==> src/rtl/rmseg_pkg.sv <==
package rmseg_pkg;

  localparam int SEL_W   = 16;
  localparam int SHIFT   = 4;
  localparam int ATTR_A  = 8;
  localparam int ATTR_W_ = 9;
  localparam int ATTR_S  = 12;
  localparam int ATTR_DL = 13;
  localparam int ATTR_P  = 15;

  typedef struct packed {
    logic             valid;
    logic             vm;
    logic [SEL_W-1:0] sel;
  } seg_entry_t;

  function automatic logic [31:0] make_attr(input logic vm);
    logic [31:0] a;
    a = '0;
    a[ATTR_P]  = 1'b1;
    a[ATTR_S]  = 1'b1;
    a[ATTR_W_] = 1'b1;
    a[ATTR_A]  = 1'b1;
    a[ATTR_DL+1:ATTR_DL] = vm ? 2'b11 : 2'b00;
    return a;
  endfunction

endpackage

==> src/rtl/rmseg_decode.sv <==
module rmseg_decode #(
  parameter int NUM_SEG  = 6,
  parameter int IDX_W    = 3,
  parameter int SEL_IN_W = 32
) (
  input  logic                       wr_en,
  input  logic [IDX_W-1:0]           wr_idx,
  input  logic [SEL_IN_W-1:0]        wr_sel,
  input  logic                       prot_en,
  input  logic                       v86,
  output logic                       fast_we,
  output logic                       fwd_we,
  output logic [rmseg_pkg::SEL_W-1:0] sel_trunc
);
  logic idx_ok;
  logic fast_mode;

  always_comb begin
    idx_ok    = (int'(wr_idx) < NUM_SEG);
    fast_mode = !prot_en || v86;
    fast_we   = wr_en && idx_ok && fast_mode;
    fwd_we    = wr_en && idx_ok && !fast_mode;
    sel_trunc = wr_sel[rmseg_pkg::SEL_W-1:0];
  end

endmodule

==> src/rtl/rmseg_store.sv <==
module rmseg_store #(
  parameter int NUM_SEG = 6,
  parameter int IDX_W   = 3
) (
  input  logic                        clk,
  input  logic                        rst,
  input  logic                        fast_we,
  input  logic [IDX_W-1:0]            wr_idx,
  input  logic [rmseg_pkg::SEL_W-1:0] wr_sel,
  input  logic                        wr_vm,
  output rmseg_pkg::seg_entry_t       entries [NUM_SEG]
);
  import rmseg_pkg::*;

  for (genvar i = 0; i < NUM_SEG; i++) begin : g_ent
    logic hit;
    assign hit = fast_we && (wr_idx == IDX_W'(i));

    always_ff @(posedge clk) begin
      if (rst) begin
        entries[i] <= '0;
      end else if (hit) begin
        entries[i].valid <= 1'b1;
        entries[i].vm    <= wr_vm;
        entries[i].sel   <= wr_sel;
      end
    end

    assert_keep_R9: assert property (@(posedge clk) disable iff (rst)
      !(fast_we && wr_idx == IDX_W'(i)) |=> $stable(entries[i]));

    assert_load_R2: assert property (@(posedge clk) disable iff (rst)
      (fast_we && wr_idx == IDX_W'(i)) |=> (entries[i].valid && entries[i].sel == $past(wr_sel)));
  end

endmodule

==> src/rtl/rmseg_view.sv <==
module rmseg_view #(
  parameter int NUM_SEG = 6,
  parameter int IDX_W   = 3,
  parameter int BASE_W  = 32,
  parameter int LIM_W   = 32,
  parameter int ATTR_W  = 32
) (
  input  logic                        clk,
  input  logic                        rst,
  input  logic [IDX_W-1:0]            rd_idx,
  input  rmseg_pkg::seg_entry_t       entries [NUM_SEG],
  output logic [rmseg_pkg::SEL_W-1:0] rd_sel,
  output logic [BASE_W-1:0]           rd_base,
  output logic [LIM_W-1:0]            rd_limit,
  output logic [ATTR_W-1:0]           rd_attr
);
  import rmseg_pkg::*;

  localparam logic [LIM_W-1:0] RM_LIMIT = LIM_W'((64'd1 << SEL_W) - 64'd1);

  seg_entry_t pick;
  logic [31:0] attr_full;

  always_comb begin
    pick = '0;
    for (int i = 0; i < NUM_SEG; i++) begin
      if (rd_idx == IDX_W'(i)) pick = entries[i];
    end
    attr_full = make_attr(pick.vm);
  end

  always_ff @(posedge clk) begin
    if (rst || !pick.valid) begin
      rd_sel   <= '0;
      rd_base  <= '0;
      rd_limit <= '0;
      rd_attr  <= '0;
    end else begin
      rd_sel   <= pick.sel;
      rd_base  <= BASE_W'(pick.sel) << SHIFT;
      rd_limit <= RM_LIMIT;
      rd_attr  <= ATTR_W'(attr_full);
    end
  end

  assert_limit_R5: assert property (@(posedge clk) disable iff (rst)
    rd_attr[ATTR_P] |-> (rd_limit == RM_LIMIT));

  assert_base_R4: assert property (@(posedge clk) disable iff (rst)
    rd_attr[ATTR_P] |-> (rd_base == (BASE_W'(rd_sel) << SHIFT)));

  assert_empty_R12: assert property (@(posedge clk) disable iff (rst)
    !rd_attr[ATTR_P] |-> (rd_sel == '0 && rd_base == '0 && rd_limit == '0));

endmodule

==> src/rtl/rmseg_loader.sv <==
module rmseg_loader #(
  parameter int NUM_SEG  = 6,
  parameter int IDX_W    = $clog2(NUM_SEG),
  parameter int SEL_IN_W = 32,
  parameter int BASE_W   = 32,
  parameter int LIM_W    = 32,
  parameter int ATTR_W   = 32
) (
  input  logic                        clk,
  input  logic                        rst,
  input  logic                        wr_en,
  input  logic [IDX_W-1:0]            wr_idx,
  input  logic [SEL_IN_W-1:0]         wr_sel,
  input  logic                        prot_en,
  input  logic                        v86,
  input  logic [IDX_W-1:0]            rd_idx,
  output logic [rmseg_pkg::SEL_W-1:0] rd_sel,
  output logic [BASE_W-1:0]           rd_base,
  output logic [LIM_W-1:0]            rd_limit,
  output logic [ATTR_W-1:0]           rd_attr,
  output logic                        pm_req,
  output logic [IDX_W-1:0]            pm_idx,
  output logic [rmseg_pkg::SEL_W-1:0] pm_sel
);
  import rmseg_pkg::*;

  logic             fast_we;
  logic             fwd_we;
  logic [SEL_W-1:0] sel_trunc;
  seg_entry_t       entries [NUM_SEG];

  rmseg_decode #(.NUM_SEG(NUM_SEG), .IDX_W(IDX_W), .SEL_IN_W(SEL_IN_W)) u_decode (
    .wr_en(wr_en), .wr_idx(wr_idx), .wr_sel(wr_sel), .prot_en(prot_en), .v86(v86),
    .fast_we(fast_we), .fwd_we(fwd_we), .sel_trunc(sel_trunc)
  );

  rmseg_store #(.NUM_SEG(NUM_SEG), .IDX_W(IDX_W)) u_store (
    .clk(clk), .rst(rst), .fast_we(fast_we), .wr_idx(wr_idx),
    .wr_sel(sel_trunc), .wr_vm(v86), .entries(entries)
  );

  rmseg_view #(.NUM_SEG(NUM_SEG), .IDX_W(IDX_W), .BASE_W(BASE_W),
               .LIM_W(LIM_W), .ATTR_W(ATTR_W)) u_view (
    .clk(clk), .rst(rst), .rd_idx(rd_idx), .entries(entries),
    .rd_sel(rd_sel), .rd_base(rd_base), .rd_limit(rd_limit), .rd_attr(rd_attr)
  );

  always_ff @(posedge clk) begin
    if (rst) begin
      pm_req <= 1'b0;
      pm_idx <= '0;
      pm_sel <= '0;
    end else begin
      pm_req <= fwd_we;
      if (fwd_we) begin
        pm_idx <= wr_idx;
        pm_sel <= sel_trunc;
      end
    end
  end

  assert_fwd_only_R8: assert property (@(posedge clk) disable iff (rst)
    pm_req |-> $past(wr_en && prot_en && !v86 && (int'(wr_idx) < NUM_SEG)));

  assert_fast_noreq_R2: assert property (@(posedge clk) disable iff (rst)
    (wr_en && (!prot_en || v86)) |=> !pm_req);

  assert_badidx_R10: assert property (@(posedge clk) disable iff (rst)
    (wr_en && (int'(wr_idx) >= NUM_SEG)) |=> !pm_req);

endmodule

==> config.mk <==
export PLATFORM = sky130hd
export DESIGN_NAME = rmseg_loader
export DESIGN_NICKNAME = d
export VERILOG_FILES = /design/src/rtl/rmseg_pkg.sv /design/src/rtl/rmseg_decode.sv /design/src/rtl/rmseg_store.sv /design/src/rtl/rmseg_view.sv /design/src/rtl/rmseg_loader.sv
export SDC_FILE = /design/constraint.sdc
export NUM_CORES = 1
export LEC_CHECK = 0
export BUFFER_PORTS_ARGS = -buffer_cell sky130_fd_sc_hd__clkbuf_2
export CORE_MARGIN = 10
export CORE_UTILIZATION = 46
export DETAILED_ROUTE_END_ITERATION = 8
export GPL_ROUTABILITY_DRIVEN = 1
export GPL_TIMING_DRIVEN = 0
export PLACE_DENSITY = 0.74
export SETUP_SLACK_MARGIN = 0.15
export SLEW_MARGIN = 25
export SYNTH_ARGS = -nofsm -noshare
export SYNTH_HDL_FRONTEND = slang
export SYNTH_SLANG_ARGS = --single-unit
==> constraint.sdc <==
create_clock -name clk -period 1.41 [get_ports clk]
set_input_delay 0.2115 -clock clk [delete_from_list [all_inputs] [get_ports clk]]
set_output_delay 0.2115 -clock clk [all_outputs]
set_load 0.02 [all_outputs]
# After elaboration in Yosys (flattened, before gate mapping)

Cells that the tools add are included.
Widths: inputs -> output; s select.

Register bits after elaboration: 208
Bits of input ports: 43
Output and inout port bits: 132
Logic and storage cells: 62

$lt $le $gt $ge: 1
Equal/unequal tests: 10
Mux-type cells: 9
Reductions and logical operators: 16

Operator list:

| kind               | count |
|---|---|
| $mux 18            | 6 |
| $mux 16            | 2 |
| $eq 3x2->1 const B | 4 |
| $eq 3x3->1 const B | 4 |
| $logic_and 1x1->1  | 9 |
| $eq 3x1->1 const B | 2 |
| $logic_not 3->1    | 2 |
| $logic_not 1->1    | 3 |
| $lt 3x3->1 const B | 1 |
| $logic_or 1x1->1   | 2 |
| $mux 2             | 1 |

# Logic depth before layout (Yosys ltp)

Word-level depth: 10
Mapped depth: 7
Gate-level depth less buffers: 4

# Modules after synthesis

From an unflattened synthesis, not the netlist that was laid out.

Cell total of the unflattened synthesis: 710
Area, all modules: 7145.6 sq um

Modules (own cells, without submodules):

| module       | times used | cells an instance | area an instance (sq um) | seq. area each (sq um) |
|---|---|---|---|---|
| rmseg_store  | 1          | 374               | 4182.8                   | 2162.1 |
| rmseg_view   | 1          | 253               | 2113.3                   | 360.3 |
| rmseg_loader | 1          | 63                | 698.2                    | 400.4 |
| rmseg_decode | 1          | 20                | 151.4                    | 0.0 |

# Least setup slack after synthesis

OpenSTA, ideal clock, no wires.

Path type: input to register
Start point: input port wr_idx[2]
End point: register, netlist name u_store.entries[26]
Setup time: 0.132 ns
Arrival: 1.297 ns
Required time: 1.278 ns
Slack: -0.019 ns
Cell stages on the path: 7
Buffers on the path: 3
Cells stage by stage: buf_4 -> inv_2 -> or4_1 -> buf_2 -> buf_6 -> nand2_1 -> a21oi_1

Longest elaborated chain between the ends: 4
Elaborated cells between the ends (all ways): 5

Ends and longest elaborated chain:

| item                           | RTL line           | source |
|---|---|---|
| from (decl)                    | rmseg_loader.sv:12 | `input logic [IDX_W-1:0] wr_idx,` |
| $lt 3x3->1                     | rmseg_decode.sv:19 | `idx_ok = (int'(wr_idx) < NUM_SEG);` |
| $logic_and 1x1->1 (2 in a row) | rmseg_decode.sv:21 | `fast_we = wr_en && idx_ok && fast_mode;` |
| $logic_and 1x1->1 (*)          | rmseg_store.sv:17  | `assign hit = fast_we && (wr_idx == IDX_W'(i));` |

Every way passes the cells marked *; elsewhere a longest branch is shown, timed or not.
A chain may end at the register's enable or synchronous reset.

# Worst setup path in the final report

Start point: register, netlist name u_store.entries[107]
End point: register u_view.rd_attr[13]

Longest elaborated chain between the ends: 8

Ends and longest elaborated chain:

| item                 | RTL line         | source |
|---|---|---|
| $mux 18 (6 in a row) | rmseg_view.sv:27 | `if (rd_idx == IDX_W'(i)) pick = entries[i];` |
| $logic_not 1->1      | rmseg_view.sv:33 | `if (rst \|\| !pick.valid) begin` |
| $logic_or 1x1->1     | rmseg_view.sv:33 |  |
| to (signal assigned) | rmseg_view.sv:42 | `rd_attr <= ATTR_W'(attr_full);` |
| to (decl)            | rmseg_view.sv:15 | `output logic [ATTR_W-1:0] rd_attr` |

Every way passes these cells.

==> impl_metrics.env <==
export IMPL_nets=997
export IMPL_synth_mux_area_share_pct=11.5
export IMPL_final_cells=1147
export IMPL_grt_pass1_vias=5294
export IMPL_slew_headroom_pct=59.1
export IMPL_dp_cells=1099
export IMPL_route_detailed_wl_per_inst_um=15.4
export IMPL_max_freq_ghz=0.702
export IMPL_cts_sinks=146
export IMPL_finalHoldViolCount=0
export IMPL_syn_inst=765
export IMPL_h_tree_depth=4
export IMPL_crit_fanout=10
export IMPL_yosys_area_share_adder_pct=0
export IMPL_track_usage_pct=17.3
export IMPL_dp_hpwl_um=12700
export IMPL_report_final_setup_viol=6
export IMPL_ant_nets=0
export IMPL_finalCoreUtilization_pct=62.0
export IMPL_clkLatencyLatePin_ns=0.43
export IMPL_p_leak_nw=4.12
export IMPL_grt_met3_usage_pct=5.92
export IMPL_drc=0
export IMPL_drv_slew=0
export IMPL_rows=43
export IMPL_gr_usage_met2_pct=27.1
export IMPL_grt_busiest_layer="met2"
export IMPL_io_buffers=97
export IMPL_overflow=0
export IMPL_dp_slack_ns=-0.422
export IMPL_placed_cell_area_um2=7580
export IMPL_avgSynthCellArea_um2=8.59
export IMPL_synthArstFlopShare_pct=0
export IMPL_core_area_um2=13900
export IMPL_yosysMostFrequentCell="nand2_1"
export IMPL_synth_xor_area_share_pct=0
export IMPL_cts_buffers=17
export IMPL_clkTransAtPathRegs_ns=0.06
export IMPL_dr_pass1_iters=5
export IMPL_ys_seq_area_share_pct=44.5
export IMPL_ir_drop_v=0.000983
export IMPL_tightestPinTransition_ns=0.614
export IMPL_cts_max_path_buffers=2
export IMPL_drt_initial_drc_count=313
export IMPL_drive_above_1_share_pct=32.7
export IMPL_netlist_top_cells_count="nand2_1 (192), dfxtp_1 (146), buf_4 (101)"
export IMPL_tritoncts="yes"
export IMPL_end_kind="register"
export IMPL_antenna_found_initial=0
export IMPL_detailroute_via_count=5567
export IMPL_yosys_warnings=0
export IMPL_synthSimpleGateAreaFrac_pct=16.4
export IMPL_hold_path_class="primary input to register"
export IMPL_die_y_um=140
export IMPL_die_area_um2=19500
export IMPL_n_antenna_cell=0
export IMPL_synth_area_um2=6580
export IMPL_start_kind="register"
export IMPL_clock_root_buffer="clkbuf_16"
export IMPL_fin_skew_ns=0.00817
export IMPL_area_delta_synth_final_pct=31.4
export IMPL_die_w_um=140
export IMPL_initial_utilization_pct=47.2
export IMPL_fin_crit_sh_pct=101
export IMPL_yosysTopAreaCellShare_pct=44.5
export IMPL_grt_pass1_wl_um=27700
export IMPL_ios=175
export IMPL_arrival_ns=1.74
export IMPL_ys_flop_type="dfxtp_1"
export IMPL_grt_max_degree=17
export IMPL_ys_ff_latch=146
export IMPL_path_class="register to register"
export IMPL_synth_compound_area_share_pct=12.3
export IMPL_synth_top_family_by_area="simple AND/OR/NAND/NOR gates"
export IMPL_period_needed_ns=1.42
export IMPL_power_density_nw_per_um2=1170
export IMPL_critPathRequiredTime_ns=1.72
export IMPL_maxCapViolCount=0
export IMPL_grt_use_met1_pct=21.6
export IMPL_wl_um=17700
export IMPL_synthTopCellsByArea="dfxtp_1 (44%), buf_4 (12%), nand2_1 (11%), a21oi_1 (6.8%), mux2_2 (5.8%)"
export IMPL_cts_hold_buffers_added=0
export IMPL_gp_congestion=0.836
export IMPL_violations="negative setup slack"
export IMPL_run_status="finished with violations"
export IMPL_ys_types=31
export IMPL_setup_tns_ns=-0.0392
export IMPL_avgViaCountPerCell=4.85
export IMPL_setup_ws_ns=-0.0138
export IMPL_yosysTopAreaCell="dfxtp_1"
export IMPL_stdcell_area_um2=8640
export IMPL_synth_edf_count=0
export IMPL_rsz0062_at_grt="yes"
==> what timing repair did <==
action,4_1_cts,5_1_grt
gates cloned,1,1
pin swaps,0,4
buffers inserted,3,11
setup endpoints to repair,39,85
resized for setup,65,27
==> metrics by stage <==
step / power [W] / hold WS [ns]
after detailed placement: 0.00526 / 0.443
after floorplan: 0.00501 / 0.347
after CTS: 0.0102 / 0.0483
after global routing: 0.0104 / 0.0540
final: 0.0101 / 0.0591
after global placement: 0.00525 / 0.435
==> power breakdown <==
group / switching [W] / total [W] / internal, W / leakage [nW]
logic: 0.000620 / 0.00100 / 0.000385 / 2.63
clock network: 0.00171 / 0.00490 / 0.00319 / 0.315
registers: 0.0000381 / 0.00424 / 0.00420 / 1.18
==> critical path, stage by stage (launching register included) <==
cell	delay [ns]
dfxtp_2	0.33
mux2i_4	0.19
nor4_1	0.07
or3_1	0.32
buf_6	0.13
buf_8	0.13
o211a_1	0.14
==> area by class of cell <==
cell class,instances,area (µm²)
fill,1217,5300
sequential,146,2930
multi-input combinational,527,2880
buffer,146,1140
timing repair buffer,113,790
clock buffer,23,498
tap,180,225
clock inverter,9,150
inverter,3,18.8
==> metal layers <==
metal	routed length, µm	up-vias
li1	-	2776
met1	7740	2571
met2	8140	198
met3	1520	22
met4	251	0
met5	0	-
==> registers in the layout, indices dropped and copies added, names as in the netlist <==
signal / flops
u_view.rd_base: 16
pm_sel: 16
pm_idx: 3
u_store.entries: 108
pm_req: 1
u_view.rd_limit: 1
u_view.rd_attr: 1
==> cells in the final DEF (no fill, tap or decap), types with 2 or more instances in the layout <==
master and n:
o211a_1 17, nor4_4 2, clkbuf_2 68, nand2_1 192
inv_1 2, buf_6 49, clkbuf_8 5, bufinv_16 4
buf_2 12, nor4b_1 2, dfxtp_2 4, buf_4 99
o21ai_0 17, a21oi_1 89, nand4_1 3, clkbuf_16 18
buf_12 2, clkinvlp_4 2, dfxtp_1 141, nand2b_1 2
mux2i_1 36, and4_1 2, mux2_2 34, clkbuf_1 22
clkinv_2 3, conb_1 58, o22ai_1 17, buf_8 6
nor2_1 43
==> kinds of logic after synthesis <==
kind of cell | Yosys count
other cells | 1
simple gates | 258
mux | 71
flops | 146
compound gates | 140
buf+inv | 149
==> path summary, 6_finish.rpt <==
check / startpoint / slack, ns / depth (start not counted) / to
setup / recovery: u_store.entries[107] / -0.01 / 6 / u_view.rd_attr[13]
hold / removal: v86 / 0.06 / 3 / u_store.entries[106]
setup reg to reg: u_store.entries[107] / -0.01 / 6 / u_view.rd_attr[13]
hold reg to reg: u_store.entries[74] / 0.45 / 2 / u_store.entries[74]
Power figures use the tool's default switching activity.
